--- src/rtl/uart_vote_pkg.sv ---
package uart_vote_pkg;

  typedef enum logic [2:0] {
    ST_IDLE,
    ST_START,
    ST_DATA,
    ST_PAR,
    ST_STOP,
    ST_GAP
  } rx_state_t;

  function automatic logic maj3(input logic a, input logic b, input logic c);
    return (a & b) | (a & c) | (b & c);
  endfunction

endpackage

--- src/rtl/uart_vote_sampler.sv ---
module uart_vote_sampler #(
  parameter int OVS = 16
) (
  input  logic clk,
  input  logic rst,
  input  logic tick,
  input  logic dbl,
  input  logic rxd,
  input  logic load,
  input  logic run,
  output logic vote_now,
  output logic vote_val,
  output logic bit_end
);
  import uart_vote_pkg::*;

  localparam int PW = $clog2(OVS + 1);

  logic [PW-1:0] pos;
  logic [PW-1:0] cur;
  logic [PW-1:0] n_lim;
  logic [PW-1:0] ctr;
  logic          s_early;
  logic          s_mid;
  logic          active;

  assign n_lim  = dbl ? PW'(OVS / 2) : PW'(OVS);
  assign ctr    = dbl ? PW'(OVS / 4 + 1) : PW'(OVS / 2 + 1);
  assign active = tick & (load | run);

  always_comb begin
    if (load || pos == n_lim) cur = PW'(1);
    else                      cur = pos + PW'(1);
  end

  always_ff @(posedge clk) begin
    if (rst) begin
      pos     <= '0;
      s_early <= 1'b1;
      s_mid   <= 1'b1;
    end else if (active) begin
      pos <= cur;
      if (cur == ctr - PW'(1)) s_early <= rxd;
      if (cur == ctr)          s_mid   <= rxd;
    end
  end

  assign vote_now = tick & run & (cur == ctr + PW'(1));
  assign vote_val = maj3(s_early, s_mid, rxd);
  assign bit_end  = tick & run & (pos == n_lim);

endmodule

--- src/rtl/uart_vote_assembler.sv ---
module uart_vote_assembler #(
  parameter int DMAX = 8
) (
  input  logic                           clk,
  input  logic                           rst,
  input  logic                           clear,
  input  logic                           shift_en,
  input  logic                           bit_in,
  input  logic [$clog2(DMAX+1)-1:0]      nbits,
  output logic [DMAX-1:0]                word,
  output logic                           xsum
);
  localparam int NW = $clog2(DMAX + 1);

  logic [DMAX-1:0] sh;

  always_ff @(posedge clk) begin
    if (rst || clear) begin
      sh   <= '0;
      xsum <= 1'b0;
    end else if (shift_en) begin
      sh   <= {bit_in, sh[DMAX-1:1]};
      xsum <= xsum ^ bit_in;
    end
  end

  assign word = sh >> (NW'(DMAX) - nbits);

endmodule

--- src/rtl/uart_vote_rx.sv ---
module uart_vote_rx #(
  parameter int OVS  = 16,
  parameter int DMAX = 8,
  parameter int SELW = 2
) (
  input  logic            clk,
  input  logic            rst,
  input  logic            rxd,
  input  logic            tick,
  input  logic            dbl_speed,
  input  logic [SELW-1:0] data_bits_sel,
  input  logic            parity_en,
  input  logic            parity_odd,
  output logic [DMAX-1:0] rx_data,
  output logic            rx_valid,
  output logic            frame_err,
  output logic            parity_err
);
  import uart_vote_pkg::*;

  localparam int NW       = $clog2(DMAX + 1);
  localparam int MIN_BITS = DMAX - (1 << SELW) + 1;

  rx_state_t       state;
  logic [NW-1:0]   bit_cnt;
  logic [NW-1:0]   nbits;
  logic            par_bit;
  logic            load;
  logic            run;
  logic            vote_now;
  logic            vote_val;
  logic            bit_end;
  logic [DMAX-1:0] word;
  logic            xsum;

  assign nbits = NW'(MIN_BITS) + NW'(data_bits_sel);
  assign load  = (state == ST_IDLE) & tick & ~rxd;
  assign run   = (state == ST_START) | (state == ST_DATA) |
                 (state == ST_PAR)   | (state == ST_STOP);

  uart_vote_sampler #(.OVS(OVS)) u_sampler (
    .clk      (clk),
    .rst      (rst),
    .tick     (tick),
    .dbl      (dbl_speed),
    .rxd      (rxd),
    .load     (load),
    .run      (run),
    .vote_now (vote_now),
    .vote_val (vote_val),
    .bit_end  (bit_end)
  );

  uart_vote_assembler #(.DMAX(DMAX)) u_asm (
    .clk      (clk),
    .rst      (rst),
    .clear    (load),
    .shift_en (vote_now & (state == ST_DATA)),
    .bit_in   (vote_val),
    .nbits    (nbits),
    .word     (word),
    .xsum     (xsum)
  );

  always_ff @(posedge clk) begin
    if (rst) begin
      state      <= ST_IDLE;
      bit_cnt    <= '0;
      par_bit    <= 1'b0;
      rx_data    <= '0;
      rx_valid   <= 1'b0;
      frame_err  <= 1'b0;
      parity_err <= 1'b0;
    end else begin
      rx_valid <= 1'b0;
      case (state)
        ST_IDLE: begin
          if (load) begin
            state   <= ST_START;
            bit_cnt <= '0;
          end
        end
        ST_START: begin
          if (vote_now && vote_val) state <= ST_IDLE;
          else if (bit_end)         state <= ST_DATA;
        end
        ST_DATA: begin
          if (vote_now) bit_cnt <= bit_cnt + NW'(1);
          if (bit_end && bit_cnt == nbits)
            state <= parity_en ? ST_PAR : ST_STOP;
        end
        ST_PAR: begin
          if (vote_now) par_bit <= vote_val;
          if (bit_end)  state   <= ST_STOP;
        end
        ST_STOP: begin
          if (vote_now) begin
            rx_valid   <= 1'b1;
            rx_data    <= word;
            frame_err  <= ~vote_val;
            parity_err <= parity_en & ((xsum ^ par_bit) != parity_odd);
            state      <= dbl_speed ? ST_GAP : ST_IDLE;
          end
        end
        ST_GAP: begin
          if (tick) state <= ST_IDLE;
        end
        default: state <= ST_IDLE;
      endcase
    end
  end

endmodule

--- config.mk ---
export PLATFORM = sky130hd
export DESIGN_NAME = uart_vote_rx
export DESIGN_NICKNAME = d
export VERILOG_FILES = /design/src/rtl/uart_vote_pkg.sv /design/src/rtl/uart_vote_sampler.sv /design/src/rtl/uart_vote_assembler.sv /design/src/rtl/uart_vote_rx.sv
export SDC_FILE = /design/constraint.sdc
export NUM_CORES = 1
export LEC_CHECK = 0
export ABC_AREA = 1
export BUFFER_PORTS_ARGS = -buffer_cell sky130_fd_sc_hd__buf_2
export CAP_MARGIN = 10
export CORE_MARGIN = 2
export CORE_UTILIZATION = 52
export DETAILED_ROUTE_END_ITERATION = 12
export PLACE_DENSITY = 0.75
export SETUP_SLACK_MARGIN = 0.02
export SYNTH_ARGS = -nofsm -noshare
export SYNTH_HDL_FRONTEND = slang
export SYNTH_SLANG_ARGS = --single-unit
--- constraint.sdc ---
create_clock -name clk -period 2.01 [get_ports clk]
set_input_delay 0.402 -clock clk [delete_from_list [all_inputs] [get_ports clk]]
set_output_delay 0.402 -clock clk [all_outputs]
set_load 0.05 [all_outputs]
==> results by group <==
Status
  • Outcome: complete, no violations

Layout
  • Layout Cells excl Fill: 363
  • Final Net Count: 327
  • Share of layout cells above drive strength 1: 29.8%
  • Post-route cell area: 2430 sq um
  • Post-layout util: 67.4%
  • Area delta synth->final: 26.7%
  • Antenna Cells: 0

Synth
  • Largest area contributor in the netlist: dfxtp_1
  • #FFs+latches synth: 35
  • Avg Cell Area, Syn: 6.95 sq um
  • Cell variety after synth: 34
  • Synth area leaders: dfxtp_1 37%, nand2_1 11%, nand3_1 7.6%
  • Cells after Synth: 276
  • Cell Area, Synth: 1920 sq um
  • Syn nets: 289
  • Post-synth top area share: 36.5%
  • Sequential fraction of the synthesis area: 36.5%
  • Synth warn: 0

STA
  • Number of setup violations in the final report: 0
  • Fmax: 504 MHz
  • Rel. slew slack: 57.4%
  • Crit share post-route: 98.7%
  • Final Skew: 7.46 ps
  • Worst-Margin Slew: 638 ps
  • Final-report max-slew violation count: 0
  • Final Hold Vio Count: 0
  • Tmin final: 1980 ps
  • RSZ-0062 raised after global routing: true

Route
  • Via count: 1959
  • Initial DRC Count: 127
  • ANT nets after route: 0
  • Drt wl/cell: 13.3 um
  • Drt total wl: 4.82 mm
  • DRT Pass-1 Iters: 4
  • Drt drc: 0
  • Vias/cell: 5.40

Pwr
  • Comb power frac: 43.0%
  • Internal cell power: 0.00138 W
  • P_sw: 0.00100 W
  • Peak VDD IR: 0.000438 V
  • Pwr dens: 980 nW/um^2
  • Sequential share of power: 35.6%
  • Clk pwr share: 21.4%
  • Leak: 1.05 nW
  • Net Sw Frac: 42.1%

Min path
  • Hold path cells: 3
  • Hold_sp: rxd
  • HP Class: input port to flop
  • Hold Path Sink: u_sampler.s_early

Clock tree
  • CTS Buf Count: 5
  • H-tree levels: 2
  • Max Buffers Root-to-Sink: 2
  • TritonCTS clock tree: yes
  • Clock transition at path regs: 80 ps
  • Hold_buf cts: 0
  • Clock sink count: 35
  • Clk_lat worst skew: 290 ps
  • CTS root buffer: clkbuf_8

Global routing
  • GRT met2 Usage: 34.3%
  • Tot GR Track Use: 22.6%
  • M3 GR Usage: 6.42%
  • GRT busiest layer: met2
  • Met1 Track Usage GR: 29.7%
  • Number of global-route vias before repair: 1647
  • Gr ovfl total: 0
  • First-pass GRT wire length: 7.33 mm
  • Antenna violations before repair: 0
  • Largest net degree at the start of global routing: 16

Worst setup path
  • CP Launch Point: u_sampler.pos[1]
  • Critical Path Source Type: flop
  • Crit Path Max Fanout: 6
  • Reg-to-Reg Start: u_sampler.pos[1]
  • R2R depth: 13
  • Largest stage delay on the critical path: 370 ps
  • Cell mode on critical path: nor2_4
  • Worst Setup Path Type: flop to flop
  • Crit path cell chain: inv_2, ha_4, inv_2, nor2_4, nand2_2, nand4_1, nand2_2, nor2_4, nand2_4, nor2_4, buf_6, o21ai_2, a21oi_1
  • CP arrival: 2210 ps
  • Crit. End Element: flop
  • FF-to-FF End: rx_data[4]
  • Critical path's slowest cell: dfxtp_4
  • WP data required: 2240 ps
  • Flop2flop setup slack: 30 ps

Placed design
  • Final HPWL DP: 3.16 mm
  • Placed cells: 347
  • Routability cong.: 0.928
  • Placement Cell Area: 2110 sq um
  • IO Port Bufs: 19

Die
  • Die H: 64.7 um
  • Initial Util: 53.2%
  • Die area: 4190 sq um
  • Row Count: 22
  • I/O Pins: 20
  • Core area: 3610 sq um
  • Die Wd: 64.7 um

Run
  • Max-cap viol count: 0
-- routing by layer --
| layer | share of wire, % | wire length (um) |
|---|---|---|
| met5 | 0 | 0 |
| met4 | 1.4 | 68 |
| met3 | 6.2 | 297 |
| met2 | 47 | 2270 |
| met1 | 45 | 2190 |
-- what timing repair did --
item / 4_1_cts / 5_1_grt
gates resized for setup: 2 / 54
pin swaps: 0 / 11
setup endpoints to repair: 5 / 26
cloned: 0 / 0
buffers inserted: 1 / 7
-- placed cells by master (no fill, tap or decap), types with 3 or more instances in the layout --
cell / n
nand2_2: 6
nor2_4: 3
o21ai_1: 6
nand2_1: 49
inv_2: 4
buf_4: 15
o21ai_0: 16
nand3_2: 3
a21oi_2: 3
o21ai_2: 6
nand4_1: 3
nor2_1: 19
dfxtp_1: 30
buf_2: 19
dfxtp_2: 3
a21oi_1: 23
nor2_2: 6
inv_1: 32
clkbuf_8: 5
nand3_1: 25
-- flip-flops by register name (all words and copies together) (netlist names) --
register / flops
par_bit: 1
state: 3
u_asm.sh: 8
bit_cnt: 4
frame_err: 1
rx_valid: 1
u_sampler.s_early: 1
rx_data: 8
u_sampler.s_mid: 1
parity_err: 1
u_sampler.pos: 5
u_asm.xsum: 1
-- power by group through the flow --
stage	registers, W	clock network (W)	logic [W]
after floorplan	0.000826	0	0.000652
after global placement	0.000836	0	0.000833
after detailed placement	0.000838	0	0.000837
after CTS	0.000823	0.000517	0.000854
after global routing	0.000854	0.000548	0.00113
final	0.000848	0.000510	0.00102
-- final cells by class --
| class | instances | area [sq um] |
|---|---|---|
| Sequential cell | 35 | 712 |
| Fill cell | 309 | 1170 |
| Clock inverter | 2 | 12.5 |
| Clock buffer | 6 | 72.6 |
| Timing Repair Buffer | 36 | 230 |
| Tap cell | 48 | 60.1 |
| Multi-Input combinational cell | 199 | 1200 |
| Inverter | 37 | 141 |
-- logic make-up (layout without fill, tap and decap cells) --
group	count (synthesis)	in the layout	synth area share, %
and+or+nand+nor	122	122	29.5
AOI/OAI and AO/OA	68	68	20.0
buffers and inverters	42	81	9.13
DFF	35	35	36.5
xor gates and xnor gates	5	5	2.28
adders and majority gates	4	4	2.61
-- synth_stat cells (all sizes together) --
cell	number
a211oi	1
a21o	1
a21oi	27
a22oi	1
a31oi	2
buf	3
clkbuf	2
dfxtp	35
ha	4
inv	37
nand2	59
nand3	29
nand4	3
nor2	28
nor3	2
o211ai	1
o21a	1
o21ai	28
o21bai	1
o22ai	2
o31ai	3
or2	1
xnor2	2
xor2	3
-- per-stage QoR --
stage	setup WS [ps]	TNS [ps]	power [W]	hold WS, ps
finish	27.0	0	0.00238	408
global route	-91.1	-1290	0.00254	426
CTS	29.1	0	0.00219	407
detailed placement	12.7	0	0.00167	460
global placement	24.1	0	0.00167	450
floorplan	124	0	0.00148	439
-- worst max-delay path: cells and delay by family (launching register included) --
kind | cells | cell delay, ps
DFF | 1 | 370
buffers and inverters | 3 | 280
adders and majority gates | 1 | 130
AOI/OAI and AO/OA | 2 | 180
and+or+nand+nor | 7 | 960
-- worst max-delay path by stage --
stage	slack, ps	cells past startpoint	endpoint
3_5_place_dp	10	14	state[0]
4_1_cts	30	10	rx_data[3]
2_1_floorplan	120	13	u_asm.sh[4]
6_report	30	13	rx_data[4]
3_3_place_gp	20	14	state[1]
5_1_grt	-90	13	rx_data[5]
No activity file was read; power rests on OpenSTA's default activity.
